File: config.mk
export PLATFORM = sky130hd
export DESIGN_NAME = pchk_ctrl
export DESIGN_NICKNAME = d
export VERILOG_FILES = /design/src/rtl/pchk_pkg.sv /design/src/rtl/pchk_mode.sv /design/src/rtl/pchk_side.sv /design/src/rtl/pchk_log.sv /design/src/rtl/pchk_ctrl.sv
export SDC_FILE = /design/constraint.sdc
export NUM_CORES = 1
export LEC_CHECK = 0
export ABC_AREA = 1
export BUFFER_PORTS_ARGS = -buffer_cell sky130_fd_sc_hd__buf_4
export CORE_AREA = 2 2 243 245
export DETAILED_ROUTE_END_ITERATION = 12
export DIE_AREA = 0 0 245 247
export PLACE_DENSITY_LB_ADDON = 0.25
export REMOVE_ABC_BUFFERS = 1
export SLEW_MARGIN = 20
export SYNTH_ARGS = -nofsm -noshare
export SYNTH_HDL_FRONTEND = slang
export SYNTH_SLANG_ARGS = --single-unit
File: constraint.sdc
create_clock -name clk -period 6.1 [get_ports clk]
set_input_delay 0.305 -clock clk [delete_from_list [all_inputs] [get_ports clk]]
set_output_delay 0.305 -clock clk [all_outputs]
set_load 0.01 [all_outputs]
File: src/rtl/pchk_pkg.sv
package pchk_pkg;
    typedef enum logic [1:0] {
        MODE_ON   = 2'd0,
        MODE_OFF  = 2'd1,
        MODE_HOLD = 2'd2
    } mode_e;

    localparam int CMD_W   = 5;
    localparam int CB_ON   = 0;
    localparam int CB_OFF  = 1;
    localparam int CB_HOLD = 2;
    localparam int CB_CLRF = 3;
    localparam int CB_CLRD = 4;
endpackage

File: src/rtl/pchk_mode.sv
module pchk_mode
    import pchk_pkg::*;
(
    input  logic       clk,
    input  logic       rst_n,
    input  logic       cmd_we,
    input  logic [2:0] cmd_mode,
    output mode_e      mode
);
    typedef struct packed {
        mode_e cur;
    } mode_st_t;

    mode_st_t st_d, st_q;
    logic [1:0] n_set;

    always_comb begin
        st_d  = st_q;
        n_set = 2'(cmd_mode[0]) + 2'(cmd_mode[1]) + 2'(cmd_mode[2]);
        if (cmd_we) begin
            if (n_set > 2'd1)       st_d.cur = MODE_OFF;
            else if (cmd_mode[CB_ON])   st_d.cur = MODE_ON;
            else if (cmd_mode[CB_OFF])  st_d.cur = MODE_OFF;
            else if (cmd_mode[CB_HOLD]) st_d.cur = MODE_HOLD;
        end
    end

    always_ff @(posedge clk) begin
        if (!rst_n) st_q <= '{cur: MODE_OFF};
        else        st_q <= st_d;
    end

    assign mode = st_q.cur;
endmodule

File: src/rtl/pchk_side.sv
module pchk_side
    import pchk_pkg::*;
#(
    parameter int DATA_W = 256,
    parameter int ADDR_W = 32,
    parameter int WORDS  = 16
) (
    input  logic              clk,
    input  logic              rst_n,
    input  mode_e             mode,
    input  logic              wr_en,
    input  logic [ADDR_W-1:0] wr_addr,
    input  logic              wr_full,
    input  logic [DATA_W-1:0] wr_data,
    input  logic              rd_en,
    input  logic [ADDR_W-1:0] rd_addr,
    input  logic              rd_full,
    input  logic              rd_dbg,
    input  logic [DATA_W-1:0] rd_data,
    output logic              rd_bad
);
    localparam int OFFS_W = $clog2(DATA_W / 8);
    localparam int IDX_W  = $clog2(WORDS);

    typedef struct packed {
        logic [WORDS-1:0] par;
        logic [WORDS-1:0] vld;
    } side_st_t;

    side_st_t st_d, st_q;
    logic [IDX_W-1:0] widx, ridx;
    logic             wr_whole, rd_whole;

    assign widx     = wr_addr[OFFS_W +: IDX_W];
    assign ridx     = rd_addr[OFFS_W +: IDX_W];
    assign wr_whole = wr_full && (wr_addr[OFFS_W-1:0] == '0);
    assign rd_whole = rd_full && (rd_addr[OFFS_W-1:0] == '0) && !rd_dbg;

    always_comb begin
        st_d = st_q;
        if (wr_en && mode != MODE_HOLD) begin
            if (mode == MODE_ON && wr_whole) begin
                st_d.par[widx] = ^wr_data;
                st_d.vld[widx] = 1'b1;
            end else begin
                st_d.vld[widx] = 1'b0;
            end
        end
    end

    always_ff @(posedge clk) begin
        if (!rst_n) st_q <= '0;
        else        st_q <= st_d;
    end

    assign rd_bad = rd_en && (mode == MODE_ON) && rd_whole &&
                    st_q.vld[ridx] && ((^rd_data) != st_q.par[ridx]);
endmodule

File: src/rtl/pchk_log.sv
module pchk_log #(
    parameter int TAG_W = 27
) (
    input  logic             clk,
    input  logic             rst_n,
    input  logic             bad,
    input  logic             src,
    input  logic [TAG_W-1:0] tag,
    input  logic             ram,
    input  logic             clr_f,
    input  logic             clr_d,
    output logic             flag_f,
    output logic             flag_d,
    output logic [TAG_W-1:0] tag_q,
    output logic             ram_q,
    output logic             pulse_f,
    output logic             pulse_d
);
    typedef struct packed {
        logic             ff;
        logic             fd;
        logic [TAG_W-1:0] tag;
        logic             ram;
        logic             pf;
        logic             pd;
    } log_st_t;

    log_st_t st_d, st_q;

    always_comb begin
        st_d    = st_q;
        st_d.ff = st_q.ff && !clr_f;
        st_d.fd = st_q.fd && !clr_d;
        st_d.pf = 1'b0;
        st_d.pd = 1'b0;
        if (bad && !src && !st_d.ff) begin
            st_d.ff  = 1'b1;
            st_d.fd  = 1'b0;
            st_d.tag = tag;
            st_d.ram = ram;
            st_d.pf  = 1'b1;
        end else if (bad && src && !st_d.ff && !st_d.fd) begin
            st_d.fd  = 1'b1;
            st_d.tag = tag;
            st_d.ram = ram;
            st_d.pd  = 1'b1;
        end
    end

    always_ff @(posedge clk) begin
        if (!rst_n) st_q <= '0;
        else        st_q <= st_d;
    end

    assign flag_f  = st_q.ff;
    assign flag_d  = st_q.fd;
    assign tag_q   = st_q.tag;
    assign ram_q   = st_q.ram;
    assign pulse_f = st_q.pf;
    assign pulse_d = st_q.pd;
endmodule

File: src/rtl/pchk_ctrl.sv
module pchk_ctrl
    import pchk_pkg::*;
#(
    parameter int DATA_W = 256,
    parameter int ADDR_W = 32,
    parameter int WORDS  = 16,
    localparam int OFFS_W = $clog2(DATA_W / 8),
    localparam int TAG_W  = ADDR_W - OFFS_W
) (
    input  logic              clk,
    input  logic              rst_n,
    input  logic              wr_en,
    input  logic [ADDR_W-1:0] wr_addr,
    input  logic              wr_full,
    input  logic [DATA_W-1:0] wr_data,
    input  logic              rd_en,
    input  logic              rd_src,
    input  logic [ADDR_W-1:0] rd_addr,
    input  logic              rd_full,
    input  logic              rd_dbg,
    input  logic              rd_ram,
    input  logic [DATA_W-1:0] rd_data,
    input  logic              cmd_we,
    input  logic [CMD_W-1:0]  cmd_bits,
    output logic [CMD_W-1:0]  stat,
    output logic [TAG_W-1:0]  err_addr,
    output logic              err_ram,
    output logic              fetch_err,
    output logic              dma_err
);
    mode_e mode;
    logic  rd_bad, flag_f, flag_d;

    pchk_mode u_mode (
        .clk      (clk),
        .rst_n    (rst_n),
        .cmd_we   (cmd_we),
        .cmd_mode (cmd_bits[CB_HOLD:CB_ON]),
        .mode     (mode)
    );

    pchk_side #(.DATA_W(DATA_W), .ADDR_W(ADDR_W), .WORDS(WORDS)) u_side (
        .clk     (clk),
        .rst_n   (rst_n),
        .mode    (mode),
        .wr_en   (wr_en),
        .wr_addr (wr_addr),
        .wr_full (wr_full),
        .wr_data (wr_data),
        .rd_en   (rd_en),
        .rd_addr (rd_addr),
        .rd_full (rd_full),
        .rd_dbg  (rd_dbg),
        .rd_data (rd_data),
        .rd_bad  (rd_bad)
    );

    pchk_log #(.TAG_W(TAG_W)) u_log (
        .clk     (clk),
        .rst_n   (rst_n),
        .bad     (rd_bad),
        .src     (rd_src),
        .tag     (rd_addr[ADDR_W-1:OFFS_W]),
        .ram     (rd_ram),
        .clr_f   (cmd_we && cmd_bits[CB_CLRF]),
        .clr_d   (cmd_we && cmd_bits[CB_CLRD]),
        .flag_f  (flag_f),
        .flag_d  (flag_d),
        .tag_q   (err_addr),
        .ram_q   (err_ram),
        .pulse_f (fetch_err),
        .pulse_d (dma_err)
    );

    assign stat = {flag_d, flag_f, mode == MODE_HOLD, mode == MODE_OFF, mode == MODE_ON};
endmodule

# == Word-level counts from Yosys, hierarchy flattened ==
# Cells that the tools add are included.
# word_totals
reg_bits,66
output_inout_bits,35
input_bits,591
# classes
eq_ne,4
bitwise_logic,4
n_addsub,2
mux,17
n_lt_le_gt_ge,4
reduce_logical,35
# ops
cell,count
$reduce_xor 256->1,2
$mux 29,1
$mux 28,1
$logic_and 1x1->1,19
$and 16x16->16,1
$bwmux 16,1
$mux 16,1
$not 16->16,1
$or 16x16->16,1
$logic_not 5->1,2
$lt 4x5->1 const B,2
$bmux 1 s4,2
$mux 2,4
$logic_not 1->1,6
$mux 1,6
$demux 1 s4,1
$ge 4x1->1 const B,1
$reduce_and 2->1,2
$reduce_bool 4->1,1
$add 1x1->2,1
$add 2x1->2,1
$eq 2x1->1 const B,1
$eq 2x2->1 const B,1
$gt 2x1->1 const B,1
6 further kinds,6

# == Logic depth before layout (Yosys ltp) ==
# Gate-level depths: netlist of run 1.
# depth
depth_word,11
mapped_depth,26
mapped_depth_nobuf,24

# == Hierarchy ==
# Synthesis of run 1 repeated with hierarchy kept, for this count alone.
# unflattened
cells_unflattened,2755
hier_area_um2,13839.5
# modules_own_cells
mod,cells_each,instances,area_each_um2
pchk_side,2521,1,12248.0
pchk_log,204,1,1408.9
pchk_mode,19,1,133.9
pchk_ctrl,11,1,48.8

# == Worst setup path after synthesis of run 1 ==
# No wires, ideal clock.
# synth_timing
kind,input port to flip-flop
start,input port rd_data[8]
end,"register u_log.st_q, in the netlist u_log.tag_q[0]"
cell_stages,25
setup_slack_ns,3.959
path_buffers,1
arrival_ns,2.030
t_required_ns,5.988
cell_sequence,nand2_1 -> inv_1 -> nor2_1 -> nand2_1 -> nand2_1 -> nand2_1 -> nand2_1 -> inv_1 -> nand2_1 -> nand2_1 -> nand2_1 -> nand2_1 -> inv_1 -> nand2_1 -> nand2_1 -> nand2_1 -> nand2_1 -> nand2_2 -> nand3_2 -> nand2_1 -> nor2_2 -> o211ai_4 -> buf_6 -> nor2_2 -> nor2_1
# synth_between
elab_chain_cells,7
# synth_lines
item,line_no,text
from (decl),pchk_ctrl.sv:22,"input logic [DATA_W-1:0] rd_data,"
$reduce_xor 256->1 (*),pchk_side.sv:57,st_q.vld[ridx] && ((^rd_data) != st_q.par[ridx]);
$ne 1x1->1 (*),pchk_side.sv:57,
$logic_and 1x1->1 (*),pchk_side.sv:57,
$logic_and 1x1->1 (3 in series),pchk_log.sv:42,end else if (bad && src && !st_d.ff && !st_d.fd) begin
$reduce_bool 2->1 (no line),--,
to (signal assigned),pchk_log.sv:52,else st_q <= st_d;
to (decl),pchk_log.sv:28,"log_st_t st_d, st_q;"
# Every way passes the cells marked *; elsewhere a longest branch is shown, timed or not.
# A chain may end at the register's enable or synchronous reset.

# == Worst setup path after layout of run 1 ==
# layout_timing
start,input port wr_data[28]
end,register u_side.st_q[18] (netlist bit)
# layout_between
elab_chain_cells,2
# layout_lines
item,line_no,text
from (decl),pchk_ctrl.sv:15,"input logic [DATA_W-1:0] wr_data,"
$reduce_xor 256->1,pchk_side.sv:43,st_d.par[widx] = ^wr_data;
$bwmux 16,pchk_side.sv:43,
to (signal assigned),pchk_side.sv:53,else st_q <= st_d;
to (decl),pchk_side.sv:30,"side_st_t st_d, st_q;"
# No other way between the ends.

==> results of run 1 <==
==> final cells by class <==
type | instances | area [sq um] | area share, %
multi-input combinational | 1930 | 9414 | 53.18
clock buffer | 9 | 225.2 | 1.272
antenna | 1 | 2.502 | 0.01414
clock inverter | 6 | 82.58 | 0.4665
inverter | 306 | 1149 | 6.488
tap | 773 | 967.2 | 5.463
timing repair buffer | 605 | 4542 | 25.66
sequential | 66 | 1321 | 7.463
==> layer usage <==
| layer | wire length [um] | global-route usage [%] |
|---|---|---|
| met3 | 3201 | 3.799 |
| met4 | 582 | 2.547 |
| met5 | 18 | 0 |
| met1 | 17140 | 14.97 |
| met2 | 22260 | 26.03 |
==> worst paths after layout <==
kind         cells after the start                        start                           end  slack, ns
min                              3                  rd_addr[31]  u_log.tag_q[26]$_SDFFE_PN0P_       0.18
min reg2reg                      2                    flip-flop                     flip-flop       0.48
max                             14                  wr_data[28]  u_side.st_q[18]$_SDFFE_PN0P_       3.27
max reg2reg                      7  u_mode.mode[0]$_SDFFE_PN1P_   u_log.tag_q[2]$_SDFFE_PN0P_       3.37
==> cells by family (layout without fill, tap and decap cells) <==
logic type      count (synthesis)  in the layout
simple gates                 1484           1484
fa+ha+maj                       1              1
flops                          66             66
xor+xnor                      357            357
other cells                     0              1
compound gates                 88             88
buf+inv                       330            926
==> per-stage QoR <==
stage / instances / worst slack [ns] / hold slack (ns) / util (%) / total power [mW]
finish: 3696 / 3.265 / 0.1833 / 30.40 / 3.230
global route: 3696 / 2.703 / 0.1709 / 30.40 / 3.565
CTS: 3695 / 2.996 / 0.1717 / 30.39 / 3.306
detailed placement: 3680 / 2.644 / 0.4659 / 29.86 / 2.736
global placement: 3680 / 2.661 / 0.4685 / 29.86 / 2.723
floorplan: 2302 / 3.502 / 0.4036 / - / 1.894
==> cells in the final DEF (no fill, tap or decap), types with 2 or more instances in the layout <==
master     netlist  routed
bufinv_16        0       2
nand2_1       1263    1263
nor4_1           2       2
o21ai_0         26      26
nand4_1          3       3
buf_4            3     605
inv_1          304     304
nand3_2          2       2
nor2_1         107     107
clkinv_2         0       3
clkbuf_16        0       9
o21a_1           8       8
xor2_1          95      95
a22oi_1          4       4
nand3_1         79      79
dfxtp_1         66      66
nand3b_1         2       2
nor2_2          21      21
xnor2_1        261     261
a21oi_1         45      45
==> power by group through the flow <==
stage          Combinational, mW  Sequential (mW)  Clock, mW
5_1_grt                     2.54            0.434      0.590
4_1_cts                     2.30            0.433      0.574
3_3_place_gp                2.28            0.443          0
3_5_place_dp                2.29            0.443          0
6_report                    2.25            0.434      0.551
2_1_floorplan               1.45            0.442          0
==> worst max-delay path, stage by stage <==
cell and delay (ns):
buf_4 0.11, xnor2_1 0.12, xnor2_1 0.48, xnor2_1 0.19, xnor2_1 0.22, xnor2_1 0.10, xnor2_1 0.45, inv_1 0.09
nand2_1 0.11, nand2_1 0.06, nand2_1 0.54, nand3_1 0.16, nand2_1 0.10, inv_1 0.04
==> flow_summary.ini, run 1 <==
[global_route]
grt_max_degree = 41
grtUsageTotal_pct = 13.63
grt_overflow_total = 0
grt_first_pass_wirelength_um = 66400
antenna_found_initial = 3
grt_pass1_vias = 13560

[clocking]
cts_num_sinks = 66
root_buffer = clkbuf_16
cts-buffers-inserted = 9
clk_latency_ns = 0.34
cts_htree_levels = 3
ctsHoldBuffers = 0
clockBufferDepth = 2
cts.repair.resized = 0
cts_tree = yes
clkTransAtPathRegs_ns = 0.06
postCtsSetupBuffers = 0

[die]
io-pin-count = 626
die_w_um = 245
design.core.area_sq_um = 58240
dieArea_sq_um = 60520
start_util_pct = 20.65
std_cell_rows = 89
dieHeight_um = 247

[power]
power.internal_mw = 1.675
power_leakage_nw = 10.09
power_frac_seq_pct = 13.4
switchingPower_mw = 1.556
switching_share_pct = 48.16
p_per_area_nw_per_um2 = 182.5
pwr-share-clk_pct = 17.1
pwr-share-comb_pct = 69.5
vdd_drop_max_mv = 0.3630

[synth]
ys.flop_type = dfxtp_1
netlist_top_cells_count = 1263 x nand2_1, 304 x inv_1, 261 x xnor2_1, 107 x nor2_1, 95 x xor2_1
synth.avg_cell_area_sq_um = 5.171
synth_top_family_by_area = simple AND/OR/NAND/NOR gates
synth_seq_area_share_pct = 10.99
synth_top_area_cell = nand2_1
netlist-cell-type-count = 34
synth_most_common_cell = nand2_1
synth-warning-count = 0
synthCells = 2326
postSynthRegisterBits = 66
synth_adder_area_share_pct = 0.1040
synth_edf_count = 0
synth_compound_area_share_pct = 4.109
muxShareOfSynthArea_pct = 0
synthSimpleGateAreaFrac_pct = 48.00
synth_top_area_share_pct = 39.42
syn_area_sq_um = 12030
ys_top_cells_by_area = nand2_1 39%, xnor2_1 19%, dfxtp_1 11%
synthXorXnorAreaFrac_pct = 26.06
async_flop_share_pct = 0

[setup_path]
cp-start-kind = primary input
crit_type = in -> reg
required_ns = 6.34
end_kind = flip-flop
crit_fanout = 16
crit_arrival_ns = 3.07

[timing]
rsz0062_at_grt = no
fmaxAchievable_mhz = 352.7
fin_crit_ns = 2.835
max-slew-margin-rel_pct = 41.45
final-max-slew-violation-count = 0
fin_tns_setup_ns = 0
hold_viol = 0
period_share_pct = 46.47
setup_viol = 0
tightest_slew_ns = 0.8761
fin_skew_ns = 0.007577

[cells_and_area]
final_layout_size_suffix_gt1_share_pct = 22.21
fillers = 6594
final_area_sq_um = 17700
area_delta_synth_final_pct = 47.19
final_nets = 3510

[placed_design]
placement.cell_area_sq_um = 17390
dp_hpwl_um = 38680
portBuffers = 602
place.gp.congestion = 0.8255

[routing]
drc = 0
drt-total-wl_um = 43200
drt_first_pass_iters = 5
drt_iter0_markers = 443
vias = 14480
ant_nets = 0
avgViaCountPerCell = 3.918
wire_per_inst_um = 11.69

[worst_hold_path]
hp-class = in -> reg

[job]
cap_violations = 0

[run_status]
outcome = complete, no violations
No activity file was read; power rests on OpenSTA's default activity.
==> run 2: changes to the inputs <==
- ABC_AREA: 1 -> 0
- CORE_AREA: 2 2 243 245 -> 2 2 242 244
- DIE_AREA: 0 0 245 247 -> 0 0 244 246
- clock period: 6.1 -> 2.6 ns (I/O delays scaled with it)
==> flow_summary.ini, run 2 <==
[power]
p_per_area_nw_per_um2 = 805.8
power_leakage_nw = 5.640
vdd_drop_max_mv = 2.532
total_power_mw = 10.85

[synth]
synth_top_area_cell = xnor2_1
synth_most_common_cell = xnor2_1
synth_seq_area_share_pct = 17.61
netlist_top_cells_count = 441 x xnor2_1, 66 x dfxtp_1, 62 x xor2_1, 33 x nor2b_1, 33 x o21a_1
ys_top_cells_by_area = xnor2_1 51%, dfxtp_1 18%, xor2_1 7.2%
async_flop_share_pct = 0
synth_edf_count = 0
synth_top_area_share_pct = 51.49
ys.flop_type = dfxtp_1
synth-warning-count = 0
netlist-cell-type-count = 35
syn_area_sq_um = 7501
synth.avg_cell_area_sq_um = 9.388
postSynthRegisterBits = 66
synthCells = 799

[routing]
wire_per_inst_um = 14.53
vias = 7540
drt_iter0_markers = 139
drt_first_pass_iters = 4
ant_nets = 0
drt-total-wl_um = 31900
drc = 0
avgViaCountPerCell = 3.435

[cells_and_area]
area_delta_synth_final_pct = 79.47
fillers = 6302
final_nets = 2017
fin_cells = 2195
antennaDiodeCount = 0
final_layout_size_suffix_gt1_share_pct = 46.50
final_cell_mix = 627 x buf_4, 440 x xnor2_1, 63 x dfxtp_1
final_common_cell = buf_4
multiInputGateArea_sq_um = 6057
register_area_sq_um = 1325

[global_route]
antenna_found_initial = 4
grtUsageTotal_pct = 10.21
grt_overflow_total = 0
grt_pass1_vias = 8046
grt_first_pass_wirelength_um = 45620
grt_max_degree = 66

[clocking]
clockBufferDepth = 2
cts_tree = yes
cts_num_sinks = 66
cts_htree_levels = 3
root_buffer = clkbuf_16
clkTransAtPathRegs_ns = 0.07
clk_latency_ns = 0.36
cts-buffers-inserted = 9

[timing]
hold_viol = 0
max-slew-margin-rel_pct = 46.25
fin_ws_ns = -0.4789
fin_crit_ns = 3.079
final-max-slew-violation-count = 0
tightest_slew_ns = 0.7988
fin_skew_ns = 0.01461
setup_viol = 32
period_share_pct = 118.4
fmaxAchievable_mhz = 324.8
rsz0062_at_grt = yes

[placed_design]
place.gp.congestion = 0.7506
pre_cts_slack_ns = -0.7691
dp_hpwl_um = 28840
dp.cells = 2175
portBuffers = 602

[setup_path]
r2r-end = u_log.tag_q[24]$_SDFFE_PN0P_
r2r_start = u_side.st_q[31]$_SDFFE_PN0P_
ff2ff_path_depth = 9
crit_fanout = 28
end_kind = flip-flop
cp-start-kind = flip-flop
cpMaxStageDelayCell = mux4_2
crit_arrival_ns = 3.31
required_ns = 2.83
worst_path_largest_cell_delay_ns = 0.52
path_cells = mux4_2 -> mux4_2 -> xnor2_2 -> xnor3_2 -> xnor3_2 -> a2111o_2 -> buf_12 -> mux2i_1 -> nor2b_1
crit_type = reg -> reg
rrSetupSlack_ns = -0.48

[die]
dieHeight_um = 246
dieArea_sq_um = 60020
io-pin-count = 626
std_cell_rows = 88
die_w_um = 244
start_util_pct = 13.08
design.core.area_sq_um = 57370

[worst_hold_path]
holdPathEnd = u_log.tag_q[26]$_SDFFE_PN0P_
hp-class = in -> reg
whs_path_depth = 3
hold_start = rd_addr[31]

[run_status]
violations = setup timing
outcome = finished, violations left

[job]
cap_violations = 0
[run 2: repair_timing]
item,in CTS,in global routing
buffers inserted,3,1
hold buffers,2,0
setup endpoints to repair,32,32
pin swaps,3,1
cloned,0,0
resized for setup,12,4
endpoints found under the hold margin,2,0
[run 2: how the worst max path moves through the flow]
stage | start | end | slack, ns | depth (start not counted)
3_5_place_dp | rd_addr[5] | u_log.tag_q[20]$_SDFFE_PN0P_ | -0.77 | 10
6_report | u_side.st_q[31]$_SDFFE_PN0P_ | u_log.tag_q[24]$_SDFFE_PN0P_ | -0.48 | 9
2_1_floorplan | u_side.st_q[29]$_SDFFE_PN0P_ | u_log.ram_q$_SDFFE_PN0P_ | -0.74 | 8
3_3_place_gp | rd_addr[5] | u_log.tag_q[5]$_SDFFE_PN0P_ | -0.72 | 10
4_1_cts | u_side.st_q[27]$_SDFFE_PN0P_ | u_log.tag_q[7]$_SDFFE_PN0P_ | -0.52 | 9
5_1_grt | u_side.st_q[31]$_SDFFE_PN0P_ | u_log.tag_q[4]$_SDFFE_PN0P_ | -0.60 | 9
[run 2: critical path: cells and delay by family (launching register included)]
family | cells | cell delay (ns)
multiplexers | 3 | 1.16
flip-flops | 1 | 0.32
AO/OA/AOI/OAI | 1 | 0.44
XOR/XNOR | 3 | 0.76
AND/OR/NAND/NOR | 1 | 0.06
buffers and inverters | 1 | 0.19
[run 2: kinds of logic after synthesis]
| logic type | count (synthesis) | synth area share [%] |
|---|---|---|
| AND/OR/NAND/NOR | 94 | 6.372 |
| buffers and inverters | 19 | 1.868 |
| XOR/XNOR | 507 | 59.97 |
| AO/OA/AOI/OAI | 73 | 6.739 |
| flip-flops | 66 | 17.61 |
| multiplexers | 39 | 7.273 |
| adder cells (fa/ha/maj) | 1 | 0.1668 |
[run 2: final cells by class]
type / instances / share of cell area, %
Clock buffer: 10 / 1.775
Clock inverter: 6 / 0.6692
Inverter: 1 / 0.02788
Multi-Input combinational cell: 714 / 44.99
Sequential cell: 66 / 9.843
Tap cell: 765 / 7.110
Timing Repair Buffer: 633 / 35.58
[run 2: per-layer routing]
metal  vias to the layer above  track usage [%]  routed length [um]
li1                       3811                -                   -
met1                      3303            9.130               10110
met2                       395            22.04               18820
met3                        25            2.691                2553
met4                         6            2.403                 386
met5                         -                0                  34
[run 2: report_power, final]
part,internal (mW),switching [mW]
combinational,4.91,3.56
clock,0.867,0.500
sequential,1.01,0.00194
total,6.79,4.06
[run 2: per-stage QoR]
| stage | hold slack (ns) | util (%) | setup TNS (ns) | cell area [sq um] |
|---|---|---|---|---|
| after floorplan | 0.2024 | - | -20.84 | 7365 |
| final | 0.03239 | 23.47 | -13.96 | 13460 |
| after global routing | 0.01711 | 23.47 | -17.55 | 13460 |
| after global placement | 0.3338 | 22.78 | -21.17 | 13070 |
| after detailed placement | 0.3395 | 22.78 | -22.83 | 13070 |
| after CTS | 0.004322 | 23.49 | -15.38 | 13470 |
==> run 3: changes to the inputs <==
- ABC_CLOCK_PERIOD_IN_PS: not set -> 2600
- RECOVER_POWER: not set -> 25
==> flow_summary.ini, run 3 (same netlist as run 2, synthesis figures left out) <==
[run_status]
outcome = finished, violations left
violations = setup timing

[placed_design]
dp_hpwl_um = 28840
pre_cts_slack_ns = -0.7691
place.gp.congestion = 0.7506
placement.cell_area_sq_um = 13070
portBuffers = 602

[global_route]
met1_usage_pct = 9.130
grt_pass1_vias = 8046
grt-busiest-layer = met2
grtUsageTotal_pct = 10.21
grt_overflow_total = 0
use_met3_pct = 2.691
grt_max_degree = 66
grt_first_pass_wirelength_um = 45620
grtUsageMet2_pct = 22.04
antenna_found_initial = 4

[timing]
tightest_slew_ns = 0.7989
rsz0062_at_grt = yes
fin_ws_ns = -0.4833
fin_crit_ns = 3.083
fmaxAchievable_mhz = 324.3
fin_tns_setup_ns = -14.11
setup_viol = 32
fin_skew_ns = 0.01490
final-max-slew-violation-count = 0
max-slew-margin-rel_pct = 46.25
hold_ws_ns = 0.03277
hold_viol = 0
period_share_pct = 118.6

[setup_path]
crit_arrival_ns = 3.32
rrSetupSlack_ns = -0.48
crit_type = reg -> reg
r2r-end = u_log.tag_q[20]$_SDFFE_PN0P_
r2r_start = u_side.st_q[27]$_SDFFE_PN0P_
cp-start-kind = flip-flop
end_kind = flip-flop
ff2ff_path_depth = 9
required_ns = 2.83
crit_fanout = 28

[routing]
wire_per_inst_um = 14.53
drt_iter0_markers = 140
avgViaCountPerCell = 3.436
drc = 0
drt-total-wl_um = 31880
ant_nets = 0
drt_first_pass_iters = 4
vias = 7543

[cells_and_area]
final_cell_mix = 610 x buf_4, 440 x xnor2_1, 63 x dfxtp_1
fillers = 6312
utilization_pct = 23.36
area_delta_synth_final_pct = 78.61
multiInputGateArea_sq_um = 6057
final_common_cell = buf_4
final_nets = 2017
final_area_sq_um = 13400
final_layout_size_suffix_gt1_share_pct = 45.31
antennaDiodeCount = 0
register_area_sq_um = 1325

[power]
p_per_area_nw_per_um2 = 807.8
power_leakage_nw = 5.568
vdd_drop_max_mv = 2.496

[job]
cap_violations = 0

[die]
die_w_um = 244
start_util_pct = 13.08
design.core.area_sq_um = 57370
dieArea_sq_um = 60020
dieHeight_um = 246
io-pin-count = 626
std_cell_rows = 88

[worst_hold_path]
hp-class = in -> reg
hold_start = rd_addr[31]
whs_path_depth = 3
holdPathEnd = u_log.tag_q[26]$_SDFFE_PN0P_

[clocking]
cts_htree_levels = 3
cts_tree = yes
clockBufferDepth = 2
root_buffer = clkbuf_16
cts_num_sinks = 66
clk_latency_ns = 0.36
cts-buffers-inserted = 9
clkTransAtPathRegs_ns = 0.07
run 3: cell types whose count changed in the layout (fill, tap and decap cells not counted), sizes merged:
cell / before / now
buf: 631 / 614
clkbuf: 10 / 27
run 3: worst max path at each step:
stage	from	end	slack, ns	depth (start not counted)
floorplan	u_side.st_q[29]$_SDFFE_PN0P_	u_log.ram_q$_SDFFE_PN0P_	-0.74	8
global placement	rd_addr[5]	u_log.tag_q[5]$_SDFFE_PN0P_	-0.72	10
detailed placement	rd_addr[5]	u_log.tag_q[20]$_SDFFE_PN0P_	-0.77	10
CTS	u_side.st_q[27]$_SDFFE_PN0P_	u_log.tag_q[7]$_SDFFE_PN0P_	-0.52	9
global route	u_side.st_q[31]$_SDFFE_PN0P_	u_log.tag_q[4]$_SDFFE_PN0P_	-0.60	9
finish	u_side.st_q[27]$_SDFFE_PN0P_	u_log.tag_q[20]$_SDFFE_PN0P_	-0.48	9
run 3: cell type report:
class | count | area share, %
tap | 765 | 7.144
clock inverter | 6 | 0.6724
multi-input combinational | 714 | 45.21
inverter | 1 | 0.02802
clock buffer | 10 | 1.784
sequential | 66 | 9.890
timing repair buffer | 633 | 35.27
run 3: per-layer routing:
metal	up-vias	wire length, um
met5	-	34
met4	6	350
met3	23	2621
met2	406	18810
met1	3296	10070
li1	3812	-
run 3: worst max-delay path, cell delays in order, from the launching register on:
cell and delay, ns:
dfxtp_2 0.33, mux4_2 0.47, mux4_2 0.51, xnor2_2 0.18, xnor3_2 0.31, xnor3_2 0.27, a2111o_2 0.44, buf_12 0.19
mux2i_1 0.18, nor2b_1 0.06
run 3: what timing repair did:
item / 4_1_cts / 5_1_grt
setup endpoints to repair: 32 / 32
pin swaps: 3 / 1
hold buffers: 2 / 0
setup buffers: 3 / 1
hold endpoints to repair: 2 / 0
resized for setup: 12 / 4
run 3: report_power, final:
group	switching [mW]	internal, mW	total (mW)
sequential	0.00194	1.01	1.02
clock	0.502	0.867	1.37
combinational	3.53	4.91	8.44
total	4.03	6.79	10.8
run 3: per-stage QoR:
stage / std cells / total power [mW]
after detailed placement: 2175 / 8.597
after CTS: 2196 / 11.51
after floorplan: 781 / 4.558
after global routing: 2195 / 11.60
final: 2195 / 10.82
after global placement: 2175 / 8.785
